File: config.mk
export PLATFORM = sky130hd
export DESIGN_NAME = uart_rx_statfifo
export DESIGN_NICKNAME = d
export VERILOG_FILES = /design/src/rtl/uart_rx_statfifo.sv
export SDC_FILE = /design/constraint.sdc
export NUM_CORES = 1
export LEC_CHECK = 0
export BUFFER_PORTS_ARGS = -buffer_cell sky130_fd_sc_hd__buf_2
export CAP_MARGIN = 10
export CORE_UTILIZATION = 62
export CTS_BUF_LIST = sky130_fd_sc_hd__clkbuf_16
export DETAILED_ROUTE_END_ITERATION = 8
export PLACE_DENSITY = 0.88
export SLEW_MARGIN = 25
export SYNTH_ARGS = -nofsm -noshare
export SYNTH_HDL_FRONTEND = slang
export SYNTH_SLANG_ARGS = --single-unit
File: constraint.sdc
create_clock -name clk -period 4.8 [get_ports clk]
set_clock_uncertainty 0.05 [all_clocks]
set_input_delay 0.24 -clock clk [delete_from_list [all_inputs] [get_ports clk]]
set_output_delay 0.24 -clock clk [all_outputs]
set_load 0.005 [all_outputs]
File: src/rtl/uart_rx_statfifo.sv
module uart_rx_statfifo #(
  parameter int OSR   = 16,
  parameter int DW    = 8,
  parameter int DEPTH = 2
) (
  input  logic          clk,
  input  logic          rst_n,
  input  logic          rxd,
  input  logic          tick16,
  input  logic          rx_en,
  input  logic          par_en,
  input  logic          par_odd,
  input  logic          nine_bit,
  input  logic          rd_strobe,
  output logic [DW-1:0] head_data,
  output logic          head_bit8,
  output logic          head_perr,
  output logic          head_ferr,
  output logic          rx_ready,
  output logic          overrun
);

  localparam int CW   = $clog2(OSR);
  localparam int SMID = OSR / 2;
  localparam int BW   = $clog2(DW + 1);
  localparam int PW   = (DEPTH > 1) ? $clog2(DEPTH) : 1;
  localparam int NW   = $clog2(DEPTH + 1);
  localparam int EW   = DW + 3;

  typedef enum logic [2:0] {S_IDLE, S_START, S_DATA, S_PAR, S_STOP, S_WAIT} st_t;

  function automatic logic maj3(input logic [2:0] v);
    return (v[0] & v[1]) | (v[0] & v[2]) | (v[1] & v[2]);
  endfunction

  logic [1:0]    sync;
  logic          line;
  st_t           st;
  logic [CW-1:0] cnt;
  logic [2:0]    vote;
  logic [BW-1:0] nb;
  logic [DW:0]   sh;
  logic          pen_l, podd_l, nine_l, perr_l;

  assign line = sync[1];

  wire in_win   = (cnt >= CW'(SMID - 1)) && (cnt <= CW'(SMID + 1));
  wire bit_end  = tick16 && (cnt == CW'(OSR - 1));
  wire stop_pt  = tick16 && (cnt == CW'(SMID + 1));
  wire maj_bit  = maj3(vote);
  wire maj_stop = maj3({vote[1:0], line});
  wire last_db  = (nb == (nine_l ? BW'(DW) : BW'(DW - 1)));
  wire [DW:0] dbits = nine_l ? sh : {1'b0, sh[DW:1]};

  wire frame_done = rx_en && (st == S_STOP) && stop_pt;
  wire [EW-1:0] entry = nine_l ? {~maj_stop, perr_l, sh[DW], sh[DW-1:0]}
                               : {~maj_stop, perr_l, 1'b0, sh[DW:1]};

  always_ff @(posedge clk or negedge rst_n) begin
    if (!rst_n) sync <= 2'b11;
    else        sync <= {sync[0], rxd};
  end

  always_ff @(posedge clk or negedge rst_n) begin
    if (!rst_n) begin
      st     <= S_IDLE;
      cnt    <= '0;
      vote   <= '0;
      nb     <= '0;
      sh     <= '0;
      pen_l  <= 1'b0;
      podd_l <= 1'b0;
      nine_l <= 1'b0;
      perr_l <= 1'b0;
    end else if (!rx_en) begin
      st  <= S_IDLE;
      cnt <= '0;
    end else if (tick16) begin
      if (st == S_IDLE) begin
        if (!line) begin
          st   <= S_START;
          cnt  <= CW'(1);
          vote <= '0;
        end
      end else begin
        cnt <= (cnt == CW'(OSR - 1)) ? '0 : cnt + CW'(1);
        if (in_win) vote <= {vote[1:0], line};
        case (st)
          S_START: if (bit_end) begin
            if (!maj_bit) begin
              st     <= S_DATA;
              nb     <= '0;
              pen_l  <= par_en;
              podd_l <= par_odd;
              nine_l <= nine_bit;
              perr_l <= 1'b0;
            end else begin
              st <= S_IDLE;
            end
          end
          S_DATA: if (bit_end) begin
            sh <= {maj_bit, sh[DW:1]};
            nb <= nb + BW'(1);
            if (last_db) st <= pen_l ? S_PAR : S_STOP;
          end
          S_PAR: if (bit_end) begin
            perr_l <= (^dbits) ^ maj_bit ^ podd_l;
            st     <= S_STOP;
          end
          S_STOP: if (stop_pt) st <= maj_stop ? S_IDLE : S_WAIT;
          S_WAIT: if (line) st <= S_IDLE;
          default: st <= S_IDLE;
        endcase
      end
    end
  end

  logic [EW-1:0] mem [DEPTH];
  logic [PW-1:0] wp, rp;
  logic [NW-1:0] fill;

  wire full = (fill == NW'(DEPTH));
  wire pop  = rx_en && rd_strobe && (fill != '0);
  wire push = frame_done && (!full || pop);
  wire drop = frame_done && full && !pop;

  always_ff @(posedge clk) begin
    if (push) mem[wp] <= entry;
  end

  always_ff @(posedge clk or negedge rst_n) begin
    if (!rst_n) begin
      wp      <= '0;
      rp      <= '0;
      fill    <= '0;
      overrun <= 1'b0;
    end else if (!rx_en) begin
      wp      <= '0;
      rp      <= '0;
      fill    <= '0;
      overrun <= 1'b0;
    end else begin
      if (push) wp <= (wp == PW'(DEPTH - 1)) ? '0 : wp + PW'(1);
      if (pop)  rp <= (rp == PW'(DEPTH - 1)) ? '0 : rp + PW'(1);
      if (push && !pop)      fill <= fill + NW'(1);
      else if (pop && !push) fill <= fill - NW'(1);
      if (pop)       overrun <= 1'b0;
      else if (drop) overrun <= 1'b1;
    end
  end

  wire [EW-1:0] head = (fill != '0) ? mem[rp] : '0;
  assign head_data = head[DW-1:0];
  assign head_bit8 = head[DW];
  assign head_perr = head[DW+1];
  assign head_ferr = head[DW+2];
  assign rx_ready  = (fill != '0);

  AST_FIFO_BOUND: assert property (@(posedge clk) disable iff (!rst_n)
    fill <= NW'(DEPTH));
  AST_FLUSH_NOW: assert property (@(posedge clk) disable iff (!rst_n)
    !rx_en |=> (!rx_ready && !overrun && st == S_IDLE));
  AST_OVR_CLEAR: assert property (@(posedge clk) disable iff (!rst_n)
    (rx_en && rd_strobe && rx_ready) |=> !overrun);
  AST_OVR_STICKY: assert property (@(posedge clk) disable iff (!rst_n)
    (overrun && rx_en && !rd_strobe) |=> overrun);
  AST_POP_FREES: assert property (@(posedge clk) disable iff (!rst_n)
    (full && pop && frame_done) |=> (full && !overrun));
  AST_DROP_KEEPS_FULL: assert property (@(posedge clk) disable iff (!rst_n)
    (rx_en && full && !rd_strobe) |=> full);

endmodule

### After elaboration in Yosys (flattened, before gate mapping)

Memories as Yosys holds them, arrays and structs flattened.
Cells that the tools add are included.

| word-level totals | value |
|---|---|
| register bits | 34 |
| RAM bits | 22 |
| logic and storage cells | 140 |
| memories kept | 1 |

Memory list:

| name | depth | width | read ports | clocked after Yosys merged registers in | wr ports | line | RTL |
|---|---|---|---|---|---|---|---|
| mem | 2 | 11 | 1 | 0 | 1 | 118 | `logic [EW-1:0] mem [DEPTH];` |

| operators by class | value |
|---|---|
| add/sub/neg operators | 6 |
| $lt $le $gt $ge | 2 |
| equal/unequal tests | 26 |
| muxes and demuxes | 48 |
| bitwise logic cells | 14 |
| reductions and logical operators | 29 |

Operator list:

| cell | count |
|---|---|
| $mux 3 | 15 |
| $mux 4 | 9 |
| $ne 4x4->1 const B | 5 |
| $mux 9 | 2 |
| $pmux 3 s5 | 1 |
| $mux 1 | 14 |
| $reduce_and 7->1 | 2 |
| $logic_and 1x1->1 | 12 |
| $ne 2x2->1 const B | 6 |
| $mux 11 | 1 |
| $reduce_xor 9->1 | 1 |
| $add 4x1->4 const B | 2 |
| $eq 4x4->1 const B | 2 |
| $mux 2 | 4 |
| $pmux 4 s2 | 1 |
| $reduce_and 8->1 | 1 |
| $reduce_bool 2->1 | 4 |
| $eq 3x2->1 const B | 2 |
| $eq 3x3->1 const B | 2 |
| $ne 3x1->1 const B | 2 |
| $reduce_and 6->1 | 1 |
| $and 1x1->1 | 5 |
| $reduce_and 5->1 | 1 |
| $eq 4x4->1 | 1 |
| other kinds (19) | 29 |

### Longest topological paths before layout

Gate-level depths: netlist of run 1.

| logic depth | value |
|---|---|
| depth in word-level cells | 9 |
| mapped depth | 7 |
| mapped depth without buffers | 7 |

### Least setup slack after synthesis of run 1

OpenSTA, ideal clock, no wires.

| timing | value |
|---|---|
| path kind | register to register |
| from | register cnt[1] |
| to | memory mem[0][0] (netlist name), enable pin |
| setup time | 0.380 ns |
| arrival time | 1.865 ns |
| setup slack | 2.506 ns |
| stages on the path, launching flop included | 7 |
| path buffers | 0 |
| cell sequence | dfrtp_1 > inv_1 > ha_1 > nor4bb_1 > and4b_1 > o21ai_1 > nor2_1 |

| on the way | value |
|---|---|
| longest elaborated chain between the ends | 6 |

Ends and longest elaborated chain:

| item | line | RTL |
|---|---|---|
| start, declared | 39 | `logic [CW-1:0] cnt;` |
| start signal, assigned | 86 | `cnt <= (cnt == CW'(OSR - 1)) ? '0 : cnt + CW'(1);` |
| $eq 4x4->1 | 49 | `wire stop_pt = tick16 && (cnt == CW'(SMID + 1));` |
| $logic_and 1x1->1 | 49 |  |
| $logic_and 1x1->1 | 55 | `wire frame_done = rx_en && (st == S_STOP) && stop_pt;` |
| $logic_and 1x1->1 | 124 | `wire push = frame_done && (!full \|\| pop);` |
| $mux 1 | 128 | `if (push) mem[wp] <= entry;` |
| $mux 1 (implied by the code) | 128 |  |
| end, declared | 118 |  |

No other way between the ends.

### Worst setup path after layout of run 1

| timing | value |
|---|---|
| from | register cnt[1] |
| to | memory mem[1][3] (netlist name), enable pin |

The elaborated chain is that of the path after synthesis.

==> results of run 1 <==
[area by class of cell]
cell class | count | area, um2 | share of cell area (%)
Sequential cell | 56 | 1510 | 47.6
Clock buffer | 5 | 125 | 3.94
Clock inverter | 3 | 27.5 | 0.866
Multi-Input combinational cell | 171 | 1280 | 40.4
Timing Repair Buffer | 23 | 125 | 3.94
Inverter | 10 | 37.5 | 1.18
Tap cell | 52 | 65.1 | 2.05
[state kept, by name, indices dropped and copies added (netlist names), 2 cells and up]
register	cells
cnt	4
sync	2
nb	4
st	3
sh	9
vote	3
fill	2
mem	22
[routing by layer]
| layer | track usage (%) | up-vias | routed length [um] |
|---|---|---|---|
| met1 | 30.5 | 921 | 2280 |
| li1 | - | 923 | - |
| met2 | 37.0 | 40 | 2510 |
| met3 | 3.46 | 7 | 166 |
| met4 | 9.33 | 0 | 90 |
| met5 | 0 | - | 0 |
[worst min-delay path by stage]
stage	start	to	slack (ns)	depth (start not counted)
after detailed placement	rst_n	vote[0]	0.30	1
after floorplan	rst_n	cnt[0]	-0.11	0
after global routing	nine_bit	nine_l	0.11	2
final	nine_bit	nine_l	0.1	2
after global placement	rxd	sync[0]	0.29	1
after CTS	nine_bit	nine_l	0.1	2
[kinds of logic after synthesis]
group / after synthesis / share of synthesized area [%]
AO/OA/AOI/OAI: 41 / 9.17
XOR/XNOR: 11 / 3.82
adder cells (fa/ha/maj): 6 / 2.48
buffers and inverters: 20 / 2.87
flip-flops: 56 / 52.6
multiplexers: 38 / 14.1
AND/OR/NAND/NOR: 75 / 15.0
[cells in the mapped netlist (5+ instances only)]
cell type                   n  area share (%)
sky130_fd_sc_hd__and2_1     5             1.1
sky130_fd_sc_hd__a21oi_1    5            0.87
sky130_fd_sc_hd__nand2_1   13             1.7
sky130_fd_sc_hd__dfrtp_1   32              28
sky130_fd_sc_hd__nor2b_1    8             1.7
sky130_fd_sc_hd__xnor2_1    6             1.8
sky130_fd_sc_hd__nand2b_1   5             1.1
sky130_fd_sc_hd__edfxtp_1  22              23
sky130_fd_sc_hd__nor2_1    18             2.3
sky130_fd_sc_hd__mux2_2    18             7.0
sky130_fd_sc_hd__inv_1     10             1.3
sky130_fd_sc_hd__mux2i_1   17             5.9
sky130_fd_sc_hd__o21ai_0   12             2.1
[stage by stage]
stage	instance area, um2	total power [mW]
6_report	3180	0.926
4_1_cts	3180	0.929
3_3_place_gp	3010	0.562
2_1_floorplan	2880	0.547
5_1_grt	3180	0.959
3_5_place_dp	3010	0.563
[critical path, cell delays in order, from the launching register on]
cell and delay, ns:
sky130_fd_sc_hd__dfrtp_1 0.42, sky130_fd_sc_hd__inv_1 0.09, sky130_fd_sc_hd__ha_1 0.15, sky130_fd_sc_hd__nor4bb_1 0.36, sky130_fd_sc_hd__and4b_1 0.35, sky130_fd_sc_hd__o21ai_1 0.14, sky130_fd_sc_hd__nor2_1 0.73
[timing repair]
item,4_1_cts,5_1_grt
setup endpoints to repair,0,0
hold endpoints to repair,33,0
setup buffers,0,0
hold buffers,2,0
[power by group through the flow]
stage	Sequential (mW)	Clock [mW]	Combinational [mW]
after CTS	0.508	0.374	0.0475
after floorplan	0.513	0	0.0338
after global routing	0.509	0.397	0.0533
final	0.508	0.370	0.0475
after detailed placement	0.517	0	0.0451
after global placement	0.517	0	0.0447
==> metrics.sh, run 1 <==
POWER.SEQUENTIAL.FRACTION_PCT=54.9
DETAIL_ROUTE.ITER0.VIOLATIONS=130
LAYOUT_COMMON_CELLS='sky130_fd_sc_hd__dfrtp_1, sky130_fd_sc_hd__edfxtp_1, sky130_fd_sc_hd__buf_2'
WIRE_PER_INST_UM=15.8
LARGEST_NET_DEGREE_AT_THE_START_OF_GLOBAL_ROUTING=35
DIE_HEIGHT_UM=70.2
WORSTSETUPSTARTPOINTTYPE='flop'
POST_SYNTH_INSTANCE_AREA_MM2=0.00288
CTS.SINKS=56
FINAL_ANTENNA_VIOLATING_NET_COUNT=0
FINAL_LAYOUT_SIZE_SUFFIX_GT1_SHARE_PCT=21.6
NETLIST_INSTANCES=247
SYN-MEAN-INSTANCE-AREA_UM2=11.7
GRT_FIRST_PASS_WIRELENGTH_UM=8540
WORSTREG2REGEND='mem[1][3]'
STARTPOINT='cnt[1]'
DESIGN.FINAL.NETS=280
STD_CELL_ROWS=24
WORST_EP_REQUIRED_TIME_NS=4.67
POWER_REPORT.INTERNAL_TOTAL_uW=716
VIAS_IN_THE_FIRST_GLOBAL_ROUTE=1791
MAXCAPVIOLATIONS=0
DP_SLACK_NS=2.14
LAYOUT.CELLS.MOST_COMMON='sky130_fd_sc_hd__dfrtp_1'
REG2REG_LAUNCH_POINT='cnt[1]'
IO_PINS=22
MAX-VDD-IR-DROP_mV=0.220
DPL.CELL_COUNT=310
ENDPOINT='mem[1][3]'
TIMING.HOLD.WORST.CLASS='input pin to flop'
DIE-WIDTH_UM=70.2
ENDPOINT_KIND='flop'
POWER.COMBINATIONAL.FRACTION_PCT=5.1
YS_SEQ_AREA_SHARE_PCT=52.6
CLOCK_TREE_FROM_TRITONCTS='done'
TIMING.CRITICAL_PATH.FANOUT_MAX=11
FIRSTDRTPASSITERS=5
CORE_MM2=0.00441
CTS-HTREE-LEVELS=2
OUTCOME='finished clean'
HOLD-WORST-SLACK_NS=0.0963
COUNT_OF_FLIP_FLOPS_WITH_A_BUILT_IN_ENABLE_AFTER_SYNTHESIS=22
PWR_DENSITY_CELL_mW_PER_MM2=291
INITIAL_ANTENNA_VIOLATION_COUNT=0
FINAL_SETUP_VIOLATION_COUNT=0
TIMING.FINAL.WS_SETUP_NS=2.13
SETUP_TOTAL_NEGATIVE_SLACK_NS=0
POSTSYNTH.ASYNCRESETSHARE_PCT=60.7
PORT-BUFFER-COUNT=21
SYNTH.DISTINCT_CELLS=57
RSZ_0062_RAISED_AFTER_GLOBAL_ROUTING='false'
ROUTED_VIA_COUNT_DIVIDED_BY_CELL_COUNT=5.91
FF2FF_PATH_DEPTH=6
WL_UM=5050
DIEAREA_MM2=0.00492
FINAL.MIN_CLOCK_PERIOD_NS=2.67
MAX_FREQ_GHz=0.374
NUM-FILL-CELLS=301
AREA.GROWTH.SYNTH_TO_FINAL_PCT=10.3
MAX_SLEW_MARGIN_PCT=37.6
CTS-ROOT-BUF='sky130_fd_sc_hd__clkbuf_16'
INITIAL_UTILIZATION_PCT=65.2
GRT_USAGE_PCT=22.7
FIN_CELLS=320
MIN_PERIOD_OVER_PERIOD_PCT=55.6
DRT_DRC_VIOLATIONS_LEFT=0
TOTAL_SWITCHING_POWER_uW=210
POWER_LEAKAGE_nW=1.38
SW_FRAC_OF_TOTAL_PCT=22.6
MAX-CLOCK-PATH-BUFFERS=2
NUM_ANTENNA_CELLS=0
WORST_SETUP_HOLD_PATH_CLK_SLEW_NS=0.07
CLOCK_POWER_SHARE_PCT=40.0
REG2REG_SLACK_NS=2.13
SYNTH_FLOP_CELL='sky130_fd_sc_hd__dfrtp_1'
CTS-BUFFERS-INSERTED=5
PLACE.GP.CONGESTION=0.824
YS_WARN_COUNT=0
CLOCK_LATENCY_NS=0.30
YOSYS_REGISTER_BITS=56
CTS_REPAIR_RESIZE_COUNT=0
DETAILEDPLACEMENTHPWL_UM=3300
WORSTMARGINPINSLEW_NS=0.932
SYNTH.NET_COUNT=260
DRV_SLEW=0
POSTLAYOUTCOREUTIL_PCT=72.0
OVERFLOW=0
CRITICAL_PATH_ARRIVAL_NS=2.54
VIAS=1891
SETUP_CRIT_PATH_KIND='flop to flop'
FINAL_HOLD_VIOL_COUNT=0
No activity file was read; power rests on OpenSTA's default activity.
==> run 2: changes to the inputs <==
CORE_UTILIZATION = 59   (was 62)
PLACE_DENSITY = 0.84   (was 0.88)
clock period = 2.63 ns   (was 4.8 ns; I/O delays follow)
==> run 2 against run 1 <==
Against the previous run: maximum frequency is 24% higher; highest routed layer unchanged; total power increased by 80%; sequential power grew 83%; first-iteration DRC count is 39% lower; register-to-register slack worse by 1.6 ns; largest cell class unchanged; wire length is 4.3% lower; critical endpoint is now mem[0][0]; via count rose by 0.85%; critical path depth grew 1; sequential share of layout area shrank 0.72 points; die area increased by 4.9%.
==> metrics.sh, run 2 (synthesis results as in run 1) <==
WORSTMARGINPINSLEW_NS=0.761
AREA.GROWTH.SYNTH_TO_FINAL_PCT=12.0
GRTUSAGEMET1_PCT=26.0
CTS-ROOT-BUF='sky130_fd_sc_hd__clkbuf_16'
CTS.REPAIR_TIMING.SETUP_BUFFER_COUNT=0
SETUP_TOTAL_NEGATIVE_SLACK_NS=0
PORT-BUFFER-COUNT=21
CRITICAL_PATH.SLOWEST_CELL='sky130_fd_sc_hd__dfrtp_1'
GRT_USAGE_PCT=20.3
CTS-HTREE-LEVELS=2
LAYOUT_COMMON_CELLS='sky130_fd_sc_hd__dfrtp_1, sky130_fd_sc_hd__edfxtp_1, sky130_fd_sc_hd__buf_2'
MAX-VDD-IR-DROP_mV=0.341
LARGESTREGISTERS='mem: 22 flops, sh: 9 flops'
LAYOUT.CELLS.MOST_COMMON='sky130_fd_sc_hd__dfrtp_1'
POWER_LEAKAGE_nW=1.40
MAXCAPVIOLATIONS=0
GRT_FIRST_PASS_WIRELENGTH_UM=8020
GROUTE.LAYER.MET3.USAGE_PCT=4.36
GRT_UTIL_MET2_PCT=34.2
PATH_CELLS='inv_1 -> ha_1 -> nor4bb_1 -> and4b_1 -> o21ai_1 -> nor2_1 -> buf_4'
CTS-BUFFERS-INSERTED=5
FINAL.MIN_CLOCK_PERIOD_NS=2.15
OVERFLOW=0
FINAL_SETUP_VIOLATION_COUNT=0
CLOCK_LATENCY_NS=0.29
DIEAREA_MM2=0.00517
CRITICAL_PATH_ARRIVAL_NS=2.09
WIRE_PER_INST_UM=14.3
WORST_SETUP_HOLD_PATH_CLK_SLEW_NS=0.07
MAX_SLEW_MARGIN_PCT=49.3
HOLD-WORST-SLACK_NS=0.00240
VIAS=1907
NUM_ANTENNA_CELLS=0
DRV_SLEW=0
OUTCOME='finished clean'
DIE-WIDTH_UM=71.9
FINALINSTANCEAREA_MM2=0.00323
CLOCK_TREE_FROM_TRITONCTS='done'
CTS.SINKS=56
ROUTED_VIA_COUNT_DIVIDED_BY_CELL_COUNT=5.63
FINAL_ANTENNA_VIOLATING_NET_COUNT=0
IO_PINS=22
MAX_STAGE_DELAY_NS=0.43
ENDPOINT_KIND='flop'
DIE_HEIGHT_UM=71.9
TIMING.HOLD.WORST.CLASS='input pin to flop'
TIMING.CRITICAL_PATH.FANOUT_MAX=12
VIAS_IN_THE_FIRST_GLOBAL_ROUTE=1822
LARGEST_NET_DEGREE_AT_THE_START_OF_GLOBAL_ROUTING=35
LARGEST_REGISTER='mem'
DETAIL_ROUTE.ITER0.VIOLATIONS=79
POSTLAYOUTCOREUTIL_PCT=68.3
STD_CELL_ROWS=25
FIRSTDRTPASSITERS=4
INITIAL_ANTENNA_VIOLATION_COUNT=0
RSZ_0062_RAISED_AFTER_GLOBAL_ROUTING='false'
DESIGN.FINAL.NETS=284
FINAL_LAYOUT_SIZE_SUFFIX_GT1_SHARE_PCT=22.8
PLACE.GP.CONGESTION=0.880
WORSTSETUPSTARTPOINTTYPE='flop'
MIN_PERIOD_OVER_PERIOD_PCT=81.6
GRT-BUSIEST-LAYER='met2'
WORST_EP_REQUIRED_TIME_NS=2.57
FINAL_HOLD_VIOL_COUNT=0
WL_UM=4830
DRT_DRC_VIOLATIONS_LEFT=0
PWR_DENSITY_CELL_mW_PER_MM2=517
CORE_MM2=0.00472
MAX_FREQ_GHz=0.466
SETUP_CRIT_PATH_KIND='flop to flop'
LARGEST_REG_FLOPS=22
MAX-CLOCK-PATH-BUFFERS=2
POST_DP_CELL_AREA_MM2=0.00305
INITIAL_UTILIZATION_PCT=61.0
DETAILEDPLACEMENTHPWL_UM=3290
-- run 2: metal layers --
layer  wire (um)  vias to the layer above
met5           0                        -
met4          63                        0
met3         162                        8
met2        2390                       38
met1        2220                      929
li1            -                      932
-- run 2: cell type report --
class                           instances  area (um2)
Clock inverter                          3        27.5
Fill cell                             349        1500
Sequential cell                        56        1510
Multi-Input combinational cell        171        1280
Timing Repair Buffer                   27         155
Inverter                               10        37.5
Clock buffer                            5         125
Tap cell                               67        83.8
-- run 2: timing repair --
| item | 4_1_cts | 5_1_grt |
|---|---|---|
| hold buffers | 2 | 0 |
| resized for setup | 0 | 0 |
| endpoints found under the hold margin | 33 | 0 |
-- run 2: critical path: cells and delay by family (launching register included) --
kind	cells	cell delay, ns
buffers and inverters	2	0.31
adders and majority gates	1	0.15
and+or+nand+nor	3	0.78
AOI/OAI and AO/OA	1	0.12
DFF	1	0.43
-- run 2: path summary, 6_finish.rpt --
kind / startpoint / to / slack [ns] / depth (start not counted)
worst max-delay path: cnt[1] / mem[0][0] / 0.48 / 7
worst min-delay path: nine_bit / nine_l / 0.002 / 2
worst max register to register: cnt[1] / mem[0][0] / 0.48 / 7
worst min register to register: sync[0] / sync[1] / 0.31 / 0
max in group asynchronous: rst_n / wp / 1.64 / 2
min in group asynchronous: rst_n / sh[2] / 0.40 / 2
-- run 2: report_power, final --
part / internal, mW / switching, mW / total [mW]
Clock: 0.361 / 0.296 / 0.657
Sequential: 0.911 / 0.0169 / 0.928
Combinational: 0.0345 / 0.0498 / 0.0843
-- run 2: metrics by stage --
| stage | power, mW | setup slack, ns | std cells |
|---|---|---|---|
| 5_1_grt | 1.73 | 0.329 | 339 |
| 4_1_cts | 1.69 | 0.488 | 339 |
| 2_1_floorplan | 0.998 | 0.336 | 247 |
| 3_5_place_dp | 1.03 | 0.508 | 329 |
| 6_report | 1.67 | 0.484 | 339 |
| 3_3_place_gp | 1.02 | 0.568 | 329 |
